$ cat config.mk
export PLATFORM = sky130hd
export DESIGN_NAME = dram_refresh_ctrl
export DESIGN_NICKNAME = d
export VERILOG_FILES = /design/src/rtl/dram_refresh_pkg.sv /design/src/rtl/dram_refresh_interval.sv /design/src/rtl/dram_refresh_bank.sv /design/src/rtl/dram_refresh_downcnt.sv /design/src/rtl/dram_refresh_ctrl.sv
export SDC_FILE = /design/constraint.sdc
export NUM_CORES = 1
export LEC_CHECK = 0
export BUFFER_PORTS_ARGS = -buffer_cell sky130_fd_sc_hd__buf_2
export CAP_MARGIN = 20
export CORE_UTILIZATION = 55
export DETAILED_ROUTE_END_ITERATION = 8
export GPL_TIMING_DRIVEN = 0
export PLACE_DENSITY = 0.75
export SLEW_MARGIN = 20
export SYNTH_ARGS = -nofsm -noshare
export SYNTH_HDL_FRONTEND = slang
export SYNTH_SLANG_ARGS = --single-unit
export TNS_END_PERCENT = 20
$ cat constraint.sdc
create_clock -name clk -period 5.6 [get_ports clk]
set_clock_uncertainty 0.2 [all_clocks]
set_input_delay 0.56 -clock clk [delete_from_list [all_inputs] [get_ports clk]]
set_output_delay 0.56 -clock clk [all_outputs]
set_load 0.02 [all_outputs]
$ cat src/rtl/dram_refresh_pkg.sv
package dram_refresh_pkg;

    typedef enum logic [1:0] {
        RS_IDLE  = 2'd0,
        RS_DRAIN = 2'd1,
        RS_PRE   = 2'd2,
        RS_RUN   = 2'd3
    } rf_phase_e;

    typedef struct packed {
        logic open;
        logic ras_ok;
    } bank_stat_t;

    function automatic int cnt_width(input int max_val);
        return (max_val < 2) ? 1 : $clog2(max_val + 1);
    endfunction

endpackage

$ cat src/rtl/dram_refresh_interval.sv
module dram_refresh_interval #(
    parameter int T_REFI = 7800
) (
    input  logic clk,
    input  logic rst,
    output logic due
);
    localparam int W = dram_refresh_pkg::cnt_width(T_REFI);

    logic [W-1:0] cnt;

    assign due = (cnt == W'(T_REFI - 1));

    always_ff @(posedge clk) begin
        if (rst)      cnt <= '0;
        else if (due) cnt <= '0;
        else          cnt <= cnt + W'(1);
    end
endmodule

$ cat src/rtl/dram_refresh_bank.sv
module dram_refresh_bank #(
    parameter int T_RAS = 35
) (
    input  logic                          clk,
    input  logic                          rst,
    input  logic                          act,
    input  logic                          close,
    output dram_refresh_pkg::bank_stat_t  stat
);
    localparam int W = dram_refresh_pkg::cnt_width(T_RAS);

    logic         open_q;
    logic [W-1:0] ras_q;

    always_ff @(posedge clk) begin
        if (rst) begin
            open_q <= 1'b0;
            ras_q  <= '0;
        end else if (act) begin
            open_q <= 1'b1;
            ras_q  <= W'(T_RAS - 1);
        end else begin
            if (close)
                open_q <= 1'b0;
            if (ras_q != '0)
                ras_q <= ras_q - W'(1);
        end
    end

    assign stat.open   = open_q;
    assign stat.ras_ok = (ras_q == '0);
endmodule

$ cat src/rtl/dram_refresh_downcnt.sv
module dram_refresh_downcnt #(
    parameter int W = 8
) (
    input  logic         clk,
    input  logic         rst,
    input  logic         load,
    input  logic [W-1:0] load_val,
    output logic         zero
);
    logic [W-1:0] cnt;

    always_ff @(posedge clk) begin
        if (rst)              cnt <= '0;
        else if (load)        cnt <= load_val;
        else if (cnt != '0)   cnt <= cnt - W'(1);
    end

    assign zero = (cnt == '0);
endmodule

$ cat src/rtl/dram_refresh_ctrl.sv
module dram_refresh_ctrl #(
    parameter int NUM_BANKS = 8,
    parameter int INFL_W    = 6,
    parameter int IDLE_W    = 32,
    parameter int T_REFI    = 7800,
    parameter int T_RP      = 14,
    parameter int T_RFC     = 260,
    parameter int T_RAS     = 35
) (
    input  logic                 clk,
    input  logic                 rst,
    input  logic [NUM_BANKS-1:0] act_stb,
    input  logic [NUM_BANKS-1:0] close_stb,
    input  logic [INFL_W-1:0]    inflight,
    output logic                 grant,
    output logic [NUM_BANKS-1:0] pre_stb,
    output logic                 ref_stb,
    output logic [1:0]           ref_phase,
    output logic [IDLE_W-1:0]    idle_cycles
);
    import dram_refresh_pkg::*;

    localparam int RP_W  = cnt_width(T_RP);
    localparam int RFC_W = cnt_width(T_RFC);

    rf_phase_e              phase_q, phase_d;
    logic                   pend_q;
    logic                   due;
    bank_stat_t             stat [NUM_BANKS];
    logic [NUM_BANKS-1:0]   open_vec, ras_vec;
    logic                   any_open;
    logic                   rp_zero, rfc_zero;
    logic                   rp_load;
    logic [RP_W-1:0]        rp_val;

    dram_refresh_interval #(.T_REFI(T_REFI)) u_interval (
        .clk (clk),
        .rst (rst),
        .due (due)
    );

    for (genvar b = 0; b < NUM_BANKS; b++) begin : g_bank
        dram_refresh_bank #(.T_RAS(T_RAS)) u_bank (
            .clk   (clk),
            .rst   (rst),
            .act   (act_stb[b] & grant),
            .close (close_stb[b] | pre_stb[b]),
            .stat  (stat[b])
        );
        assign open_vec[b] = stat[b].open;
        assign ras_vec[b]  = stat[b].ras_ok;
    end

    assign any_open = |open_vec;
    assign grant    = (phase_q == RS_IDLE);
    assign pre_stb  = (phase_q == RS_PRE) ? (open_vec & ras_vec) : '0;
    assign ref_stb  = (phase_q == RS_PRE) && !any_open && rp_zero;

    // Recovery timer: cleared outside the precharge phase, reloaded by each precharge.
    assign rp_load = (phase_q != RS_PRE) || (|pre_stb);
    assign rp_val  = (|pre_stb) ? RP_W'(T_RP - 1) : '0;

    dram_refresh_downcnt #(.W(RP_W)) u_rp (
        .clk      (clk),
        .rst      (rst),
        .load     (rp_load),
        .load_val (rp_val),
        .zero     (rp_zero)
    );

    dram_refresh_downcnt #(.W(RFC_W)) u_rfc (
        .clk      (clk),
        .rst      (rst),
        .load     (ref_stb),
        .load_val (RFC_W'(T_RFC - 1)),
        .zero     (rfc_zero)
    );

    always_comb begin
        phase_d = phase_q;
        unique case (phase_q)
            RS_IDLE:  if (pend_q || due)     phase_d = RS_DRAIN;
            RS_DRAIN: if (inflight == '0)    phase_d = RS_PRE;
            RS_PRE:   if (ref_stb)           phase_d = RS_RUN;
            RS_RUN:   if (rfc_zero)          phase_d = RS_IDLE;
            default:                         phase_d = RS_IDLE;
        endcase
    end

    always_ff @(posedge clk) begin
        if (rst) begin
            phase_q     <= RS_IDLE;
            pend_q      <= 1'b0;
            idle_cycles <= '0;
        end else begin
            phase_q <= phase_d;
            if (phase_q == RS_IDLE && (pend_q || due))
                pend_q <= 1'b0;
            else if (due)
                pend_q <= 1'b1;
            if (phase_q != RS_RUN && !any_open)
                idle_cycles <= idle_cycles + IDLE_W'(1);
        end
    end

    assign ref_phase = phase_q;
endmodule

==> metrics.md, run 1 <==
| Metric | Value |
|---|---|
| Cell Pwr Density | approximately 500 nW/µm² |
| Post-synthesis cell area | approximately 5500 µm² |
| Hold Crit Start | act_stb[0] |
| CTS tree | built |
| CTS Buf Count | 17 |
| Most frequent cell after synthesis | dfxtp_1 |
| CTS root buffer | clkbuf_8 |
| CP Data Required Time | 4840 ps |
| Worst-Skew Late Latency | between 500 and 600 ps |
| Routed WL per cell | 14.50 µm |
| GRT Resource Usage Total | ~26% |
| CTS Hold Bufs | 0 |
| Vias per cell | roughly 5.5 |
| Post-synth EDFFs | 0 |
| Final Max Tran Viols | 0 |
| P&R area growth vs syn | 19.52% |
| CP endpoint kind | output pin |
| RSZ-0062 raised after global routing | no |
| R2r worst-path depth | 6 |
| Simple-gate portion of the synthesized area | between 20% and 30% |
| F_max | 0.3088 GHz |
| Antenna violations before repair | 0 |
| Proportion of synthesized area in mux cells | less than 1% |
| Seq/Total Area, Yosys | between 40% and 50% |
| RR Endpoint | idle_cycles[29] |
| Worst Path Max Fanout | 10 |
| MaxCap Viol Count | 0 |
| WHS Endpoint | g_bank[0].u_bank.ras_q[0] |
| First-pass iteration count of the detailed router | 5 |
| Async set or reset register ratio after synthesis | 0% |
| First-pass GRT wire length | about 20,000 µm |
| Via count | 4,869 |
| Yosys warns | 0 |
| NumNets Final | 789 |
| CTS-repair resized insts | 0 |
| Synth top cells by count | dfxtp_1, nor2_1, nand2_1 |
| Syn_area_per_cell | about 8.5 µm² |
| Final Critical Period | roughly 3200 ps |
| Worst Hold Class | in -> reg |
| Hold Path Cell Cnt | 2 |
| Worst Path Arrival | about 2500 ps |
| DP Area | approximately 6000 µm² |
| N_diodes | 0 |
| Chip width | 102.2 µm |
| Post-Synth XOR/XNOR Area | a little over a tenth |
| Post-synth cell types | 51 |
| Max clock buf depth | 2 |
| Vias in the first global route | 4,532 |
| Largest net degree at the start of global routing | 17 |
| Layout cells sized above 1 | approximately 16% |
| FP Rows | 36 |
| Setup crit start kind | flop |
| Setup Fix Bufs, Post-CTS | 0 |
| Cell area after layout | 6605 µm² |
| Top_reg_cell synth | dfxtp_1 |
| Worst setup path start | g_bank[5].u_bank.open_q |
| Largest family of logic cells by synthesized area | simple AND/OR/NAND/NOR gates |
| Post-route ant nets | 0 |
| Share of the synthesized area in the top cell type | 42.38% |
| Clock slew at the register clock pins of the worst setup and hold paths | roughly 60 ps |
| Chip height | 102.2 µm |
| Peak supply drop | ~340 µV |
| Compound-Gate Fraction of Synth Area | under 10% |
| Post-Synthesis Cells | 654 |
| IO Port Bufs | 67 |
| H-tree levels | 4 |
| Leak | 2.742 nW |
| R2R setup slack | 2700 ps |
| DRT iter0 DRCs | between 150 and 200 |
| CTS Sinks | roughly 120 |
| Total routed wirelength | roughly 13,000 µm |
| Relative slew margins | between 30 and 40% |
| Hold Fails Final Rpt | 0 |
| Sum Neg Setup Slack | 0 ps |
| Final Setup Violations | 0 |
| Final Cycle Share | ~58% |
| Reg-to-Reg Start | ref_phase[0] |
| Starting density of the core | a little under three fifths |
| Worst Tran Pin Value | between 900 and 1000 ps |
| Number of remaining DRC errors | 0 |
| DIE AREA | roughly 10,000 µm² |
| Area contributors post-synth | dfxtp_1, xnor2_1, nor2_1, ha_1, a21oi_1 |
| Yosys top cell by area | dfxtp_1 |
| Kind of critical path | reg -> out |
| Status | completed |
| Total core area | a little under 10,000 µm² |
| Post-DP HPWL | 9092 µm |
| Grt ovf | 0 |
| Final Wtd Congestion | between 0.8 and 0.9 |
| Num ports | just under 70 |
| Yosys reg bits | around 120 |
| Post-Synth Adder-Cell Area | 5.660% |
| Syn Nets | between 700 and 800 |
-- logic make-up (layout without fill, tap and decap cells) --
family | Yosys count | after routing
compound gates | 96 | 96
xor+xnor | 66 | 66
fa+ha+maj | 25 | 25
buf+inv | 46 | 145
flops | 117 | 117
mux | 3 | 3
simple gates | 301 | 301
-- metal layers --
| layer | up-vias | track usage, % | part of all wire (%) |
|---|---|---|---|
| li1 | 2435 | - | - |
| met1 | 2289 | 30.50 | 44 |
| met2 | 113 | 43.37 | 49 |
| met3 | 32 | 6.498 | 4.2 |
| met4 | 0 | 13.41 | 2.8 |
| met5 | - | 0 | 0 |
-- how the worst max path moves through the flow --
stage | slack [ps] | end | cells past startpoint
after floorplan | 3140 | idle_cycles[29] | 6
after global placement | 2680 | idle_cycles[29] | 6
after detailed placement | 2720 | idle_cycles[29] | 6
after CTS | 2380 | ref_stb | 6
after global routing | 2300 | ref_stb | 6
final | 2360 | ref_stb | 6
-- flip-flops by register name, indices dropped and copies added, names as in the netlist --
signal	count
g_bank.u_bank.open_q	8
pend_q	1
ref_phase	2
g_bank.u_bank.ras_q	48
u_rfc.cnt	9
u_rp.cnt	4
u_interval.cnt	13
idle_cycles	32
-- stage by stage --
stage | cells | total power, mW | hold WS (ps) | worst slack, ps | utilization, %
final | 886 | 3.317 | 37.29 | 2362 | 67.58
after global routing | 886 | 3.541 | 23.10 | 2298 | 67.58
after CTS | 886 | 3.326 | 17.49 | 2383 | 67.56
after detailed placement | 854 | 2.266 | 234.7 | 2722 | 61.67
after global placement | 854 | 2.208 | 222.5 | 2676 | 61.67
after floorplan | 654 | 2.039 | 213.2 | 3141 | -
-- power by group --
group | switching (mW) | total, mW | internal (mW)
combinational | 0.616 | 1.12 | 0.504
sequential | 0.145 | 1.15 | 1.00
clock | 0.373 | 1.05 | 0.674
-- placed cells by master (no fill, tap or decap), types with 7 or more instances in the layout --
cell type  instances
clkbuf_16         16
nor2_1            91
nand4_1            7
clkinv_2           7
clkbuf_1          12
or3b_2             7
buf_2             68
nand3_1           26
nand3b_1           9
and3_1            10
and3b_1            7
nand2_1           68
dfxtp_1          117
or3_1             13
a21oi_1           56
xor2_1            25
nor4_1            14
xnor2_1           41
o21ai_0           25
ha_1              25
inv_1             30
nor3_1            20
-- worst max-delay path, stage by stage (launching register included) --
cell and delay, ps:
dfxtp_1 350, nor4_1 570, nand2_1 140, buf_2 230, or3_1 420, inv_1 80
buf_2 160
-- layout make-up --
| type | count | area (µm²) |
|---|---|---|
| Buffer | 16 | 68.82 |
| Clock buffer | 22 | 473.0 |
| Clock inverter | 10 | 102.6 |
| Tap cell | 133 | 166.4 |
| Inverter | 30 | 112.6 |
| Sequential cell | 117 | 2342 |
| Multi-Input combinational cell | 491 | 3004 |
| Timing Repair Buffer | 67 | 335.3 |
| Fill cell | 834 | 3169 |
(Power assumes the default switching activity.)
==> run 2, diff against run 1 <==
Settings changed: ABC_AREA set to 1, PLACE_DENSITY 0.75 to 0.74.
Clock period 5.6 ns to 3.2 ns, I/O delays scaled along.
==> metrics.md, run 2 <==
| Metric | Value |
|---|---|
| Share of the synthesized area in the top cell type | 37.59% (-4.8 points) |
| CTS Hold Bufs | 8 (+8) |
| R2R setup slack | 990 ps (-1710 ps) |
| Yosys top cell by area | dfxtp_1 |
| RSZ-0062 raised after global routing | no |
| CTS Buf Count | 17 (unchanged) |
| Yosys warns | 0 (unchanged) |
| DP Area | 6741 µm² (+12%) |
| Chip height | 108.4 µm (+6.1%) |
| Combinational fraction of design power | 38.4% (+4.6 points) |
| Number of remaining DRC errors | 0 (unchanged) |
| DRT iter0 DRCs | 301 (+62%) |
| Top_reg_cell synth | dfxtp_1 |
| Switching power | 2.370 mW (+110%) |
| Final Max Tran Viols | 0 (unchanged) |
| Final Setup Violations | 0 (unchanged) |
| Post-synth cell types | 39 (-24%) |
| Post-route ant nets | 0 (unchanged) |
| Worst Tran Pin Value | 677.6 ps (-222.7 ps) |
| Hold_ws | 48.65 ps (+11.35 ps) |
| First-pass GRT wire length | 24,260 µm (+19%) |
| Area contributors post-synth | dfxtp_1, nand2_1, nor2_1, inv_1, a21oi_1 |
| P&R area growth vs syn | 18.33% |
| MaxCap Viol Count | 0 (unchanged) |
| Largest net degree at the start of global routing | 17 (unchanged) |
| Antenna violations before repair | 0 (unchanged) |
| Starting density of the core | 56.98% (+0.44 points) |
| Reg-to-Reg Start | ref_phase[0] |
| Kind of critical path | reg -> out |
| Final Cycle Share | around 80% |
| Syn Nets | 976 (+39%) |
| Seq/Total Area, Yosys | 37.59% (-4.8 points) |
| Status | completed |
| Via count | 5,911 (+21%) |
| CTS Sinks | 117 (unchanged) |
| Cell Pwr Density | 850.9 nW/µm² (+69%) |
| FP Rows | 38 (+5.6%) |
| Post-synth EDFFs | 0 (unchanged) |
| Worst setup path start | ref_phase[0] |
| F_max | around 0.4 GHz |
| Post-synthesis cell area | 6231 µm² (+13%) |
| Num ports | 68 (unchanged) |
| Worst path cell trace | inv_1, ha_1, buf_2, nand2_1, inv_1, nand2_1, inv_1, buf_2 |
| Total routed wirelength | 14,570 µm (+13%) |
| Filler cells | 1,009 (+21%) |
| Hold Crit Start | act_stb[0] |
| IO Port Bufs | 67 (unchanged) |
| Max reg flops | 48 (unchanged) |
| Grt ovf | 0 (unchanged) |
| Final Wtd Congestion | 0.8879 (-0.97%) |
| Final Critical Period | between 2000 and 2500 ps |
| Hold Fails Final Rpt | 0 (unchanged) |
| Yosys reg bits | 117 (unchanged) |
| Peak supply drop | 508.8 µV (+52%) |
| Setup Fix Bufs, Post-CTS | 0 (unchanged) |
| Worst Path Max Fanout | 10 (unchanged) |
| Most frequent cell after synthesis | nand2_1 |
| Synth top cells by count | nand2_1, nor2_1, dfxtp_1 |
| Int Pwr | 3.904 mW (+79%) |
| Crit path largest cell delay | 350 ps (-220 ps) |
| Max clock buf depth | 2 (unchanged) |
| Flop pwr share | 33.5% (-1.2 points) |
| Family with the most delay on the worst path | buffers and inverters |
| Layout cells sized above 1 | 13.07% (-2.9 points) |
| Relative slew margins | 54.83% (+15 points) |
| Top flop regs | g_bank.u_bank.ras_q: 48 flops, idle_cycles: 32 flops, u_interval.cnt: 13 flops |
| N_diodes | 0 (unchanged) |
| First-pass iteration count of the detailed router | 5 (unchanged) |
| DIE AREA | 11,760 µm² (+12%) |
| CP endpoint kind | output pin |
| Worst Hold Class | in -> reg |
| Routed WL per cell | 12.42 µm (-14%) |
| Crit path top cell by count | inv_1 |
| Async set or reset register ratio after synthesis | 0% (unchanged) |
| Sum Neg Setup Slack | 0 ps (unchanged) |
| Clock slew at the register clock pins of the worst setup and hold paths | 50 ps (about the same) |
| Chip width | 108.4 µm (+6.1%) |
| Setup crit start kind | flop |
| Most flops, register | g_bank.u_bank.ras_q |
| CTS-repair resized insts | 0 (unchanged) |
| CP Data Required Time | 2680 ps (-2160 ps) |
| Commonest non-fill, non-tap cells in the layout | nand2_1, nor2_1, dfxtp_1 |
| Cell area after layout | 7373 µm² (+12%) |
| Clock power frac | 28.1% (-3.5 points) |
| Syn_area_per_cell | 6.722 µm² (-20%) |
| Post-DP HPWL | 10,470 µm (+15%) |
| Vias per cell | 5.039 (-8.3%) |
| NumNets Final | 1,070 (+36%) |
| Post-Synthesis Cells | 927 (+42%) |
| Slowest-stage cell, CP | dfxtp_1 |
| Sw Ratio | 37.77% (+3.6 points) |
| Worst Path Arrival | 1970 ps (-510 ps) |
| CTS root buffer | clkbuf_16 |
| Vias in the first global route | 5,463 (+21%) |
| CTS tree | built |
| H-tree levels | 4 (unchanged) |
| Leak | 3.489 nW (+27%) |
| Crit path buf inv count | 5 (+2) |
| GRT Resource Usage Total | 26.86% (+1.0 points) |
| Total core area | 10,940 µm² (+12%) |
| Most common cell after layout, fill and taps aside | nand2_1 |
| Worst-Skew Late Latency | 420 ps (-110 ps) |
-- run 2: changes by cell type after synthesis, moves of 8 or more --
cell / before / now
a21oi_1: 56 / 70
and3_1: 10 / 2
inv_1: 30 / 116
nand2_1: 68 / 232
nand3_1: 26 / 49
nor2_1: 91 / 153
nor3_1: 20 / 4
nor4_1: 14 / 1
o21ai_0: 25 / 37
or2_2: 1 / 11
or3_1: 13 / 0
xnor2_1: 41 / 9
xor2_1: 25 / 17
-- run 2: cell type report --
class                           count  area, µm²  area share (%)
Tap cell                          140      175.2           2.376
Buffer                             15      72.57          0.9842
Sequential cell                   117       2342           31.77
Timing Repair Buffer               75      415.4           5.634
Inverter                          119      447.9           6.075
Multi-Input combinational cell    676       3368           45.68
Clock inverter                      3      15.01          0.2036
Clock buffer                       28      536.8           7.280
-- run 2: kinds of logic after synthesis --
group | Yosys count | synth area share [%]
and+or+nand+nor | 503 | 35.20
buffers and inverters | 134 | 8.353
AOI/OAI and AO/OA | 122 | 10.18
DFF | 117 | 37.59
xor gates and xnor gates | 26 | 3.655
adders and majority gates | 25 | 5.020
-- run 2: worst min-delay path, delay by kind of cell --
family | cells | cell delay [ps]
and+or+nand+nor | 2 | 190
buffers and inverters | 1 | 70
AOI/OAI and AO/OA | 1 | 40
-- run 2: stage by stage --
stage	power [mW]	instances	setup WS [ps]	util, %
floorplan	4.030	927	1280	-
global placement	4.443	1134	1001	61.65
detailed placement	4.484	1134	1007	61.65
CTS	6.304	1173	666.0	67.43
global route	6.830	1173	561.1	67.43
finish	6.274	1173	706.0	67.43
-- run 2: final timing paths --
check                         endpoint  cells after the start
max reg2reg                u_rp.cnt[0]                     11
min          g_bank[0].u_bank.ras_q[0]                      4
min reg2reg          u_interval.cnt[0]                      1
max                         pre_stb[4]                      8
-- run 2: power by group through the flow --
stage / Sequential, mW / Combinational (mW) / Clock, mW
final: 2.10 / 2.41 / 1.76
after global routing: 2.16 / 2.81 / 1.86
after CTS: 2.10 / 2.41 / 1.79
after detailed placement: 2.12 / 2.37 / 0
after global placement: 2.12 / 2.33 / 0
after floorplan: 2.08 / 1.95 / 0
-- run 2: routing by layer --
layer,vias up,GRT usage (%),routed length [µm]
met5,-,0,0
met4,0,12.74,394
met3,35,6.872,633
met2,120,44.80,6735
met1,2636,32.14,6810
li1,3120,-,-
==> run 3, diff against run 2 <==
Clock period 3.2 ns to 2.5 ns, I/O delays scaled along.
==> metrics.md, run 3 (synthesized netlist as in run 2, its figures left out) <==
| Metric | Value |
|---|---|
| Max reg flops | 48 (unchanged) |
| CTS Buf Count | 17 (unchanged) |
| Worst Tran Pin Value | 679.2 ps (+1.681 ps) |
| Worst Path Max Fanout | 10 (unchanged) |
| GRT Resource Usage Total | 27.14% (+0.28 points) |
| CTS root buffer | clkbuf_16 |
| Placed insts | 1,134 (unchanged) |
| Non-filler cells, final | 1,184 (+0.94%) |
| Final Max Tran Viols | 0 (unchanged) |
| Setup crit start kind | flop |
| Most common cell after layout, fill and taps aside | nand2_1 |
| GR Util met1 | 32.21% (+0.075 points) |
| Worst-Skew Late Latency | 420 ps (about the same) |
| Via count | 5,960 (+0.83%) |
| Layout cells sized above 1 | 13.03% (-0.042 points) |
| Number of remaining DRC errors | 0 (unchanged) |
| Setup Fix Bufs, Post-CTS | 0 (unchanged) |
| DRT iter0 DRCs | 299 (-0.66%) |
| FP Rows | 38 (unchanged) |
| CP endpoint kind | flop |
| Clock slew at the register clock pins of the worst setup and hold paths | 50 ps (about the same) |
| Num ports | 68 (unchanged) |
| Final total power | 8.071 mW (+29%) |
| Leak | 3.540 nW (+1.5%) |
| Final Wtd Congestion | 0.8879 (unchanged) |
| Peak supply drop | 655.1 µV (+29%) |
| Commonest non-fill, non-tap cells in the layout | nand2_1, nor2_1, dfxtp_1 |
| Vias per cell | 5.034 (-0.11%) |
| Vias in the first global route | 5,571 (+2.0%) |
| Post-DP HPWL | 10,470 µm (unchanged) |
| H-tree levels | 4 (unchanged) |
| MaxCap Viol Count | 0 (unchanged) |
| Most flops, register | g_bank.u_bank.ras_q |
| M3 GR Usage | 7.052% (+0.18 points) |
| RSZ-0062 raised after global routing | yes |
| NumNets Final | 1,081 (+1.0%) |
| IO Port Bufs | 67 (unchanged) |
| First-pass GRT wire length | 24,540 µm (+1.1%) |
| Total routed wirelength | 14,720 µm (+0.97%) |
| Met2 GRT Util | 45.48% (+0.68 points) |
| Worst Path Arrival | 2530 ps (+560 ps) |
| Grt ovf | 0 (unchanged) |
| Largest net degree at the start of global routing | 17 (unchanged) |
| Worst Hold Class | in -> reg |
| Final Critical Period | 2363 ps |
| Sum Neg Setup Slack | 0 ps (unchanged) |
| Total core area | 10,940 µm² (unchanged) |
| P&R area growth vs syn | 20.14% |
| Hold Fails Final Rpt | 0 (unchanged) |
| Status | completed |
| Routed WL per cell | 12.43 µm (about the same) |
| Max clock buf depth | 2 (unchanged) |
| First-pass iteration count of the detailed router | 5 (unchanged) |
| CTS Sinks | 117 (unchanged) |
| Top flop regs | g_bank.u_bank.ras_q: 48 flops, idle_cycles: 32 flops, u_interval.cnt: 13 flops |
| Chip height | 108.4 µm (unchanged) |
| Post-route ant nets | 0 (unchanged) |
| Starting density of the core | 56.98% (unchanged) |
| Chip width | 108.4 µm (unchanged) |
| CP Data Required Time | 2670 ps (about the same) |
| Antenna violations before repair | 0 (unchanged) |
| Cell Pwr Density | 1078 nW/µm² (+27%) |
| Global routing's busiest layer | met2 |
| Final Cycle Share | 94.50% |
| N_diodes | 0 (unchanged) |
| Final Setup Violations | 0 (unchanged) |
| Kind of critical path | reg -> reg |
| Relative slew margins | 54.72% (-0.11 points) |
| DIE AREA | 11,760 µm² (unchanged) |
| F_max | 0.4233 GHz |
| CTS tree | built |
run 3: cell count changes in the layout (fill, tap and decap cells not counted), sizes merged:
cell / previous run / this run
dlygate4sd3: 8 / 19
run 3: metal layers:
metal  vias to the layer above  wire length, µm  share of wire [%]
met5                         -                0                  0
met3                        40              646                4.4
met4                         0              411                2.8
met1                      2653             6847                 47
met2                       125             6810                 46
li1                       3142                -                  -
run 3: timing repair:
| item | CTS | global route |
|---|---|---|
| resized for setup | 0 | 1 |
| endpoints found under the hold margin | 20 | 0 |
| setup endpoints to repair | 0 | 7 |
| hold buffers | 19 | 0 |
run 3: final cells by class:
type                       count  area [µm²]
inverter                     119       447.9
sequential                   117        2342
clock buffer                  28       536.8
fill                        1001        3450
multi-input combinational    676        3371
clock inverter                 3       15.01
tap                          140       175.2
buffer                        15       72.57
timing repair buffer          86       525.5
run 3: where the power goes:
part           switching, mW  total, mW  internal, mW
clock                  0.822       2.26          1.44
sequential             0.342       2.70          2.35
combinational           1.89       3.11          1.23
run 3: path summary, 6_finish.rpt:
kind / cells past startpoint / endpoint / start / slack (ps)
max: 6 / g_bank[0].u_bank.open_q / ref_phase[0] / 140
min: 4 / g_bank[1].u_bank.ras_q[0] / act_stb[1] / 10
max reg2reg: 6 / g_bank[0].u_bank.open_q / ref_phase[0] / 140
min reg2reg: 1 / u_interval.cnt[0] / u_interval.cnt[0] / 240
run 3: worst max-delay path, cell delays in order (launching register included):
cell and delay (ps):
dfxtp_1 340, inv_1 90, ha_1 180, clkbuf_1 480
nand2_1 250, a21oi_1 200, dlygate4sd3_1 560
run 3: per-stage QoR:
stage | utilization, % | area (µm²) | setup WS, ps | hold slack [ps]
floorplan | - | 6231 | 580.2 | 217.5
global placement | 61.65 | 6741 | 304.6 | 233.4
detailed placement | 61.65 | 6741 | 307.0 | 236.9
CTS | 68.43 | 7483 | 36.00 | 5.100
global route | 68.46 | 7486 | -29.17 | 16.08
finish | 68.46 | 7486 | 137.5 | 12.09
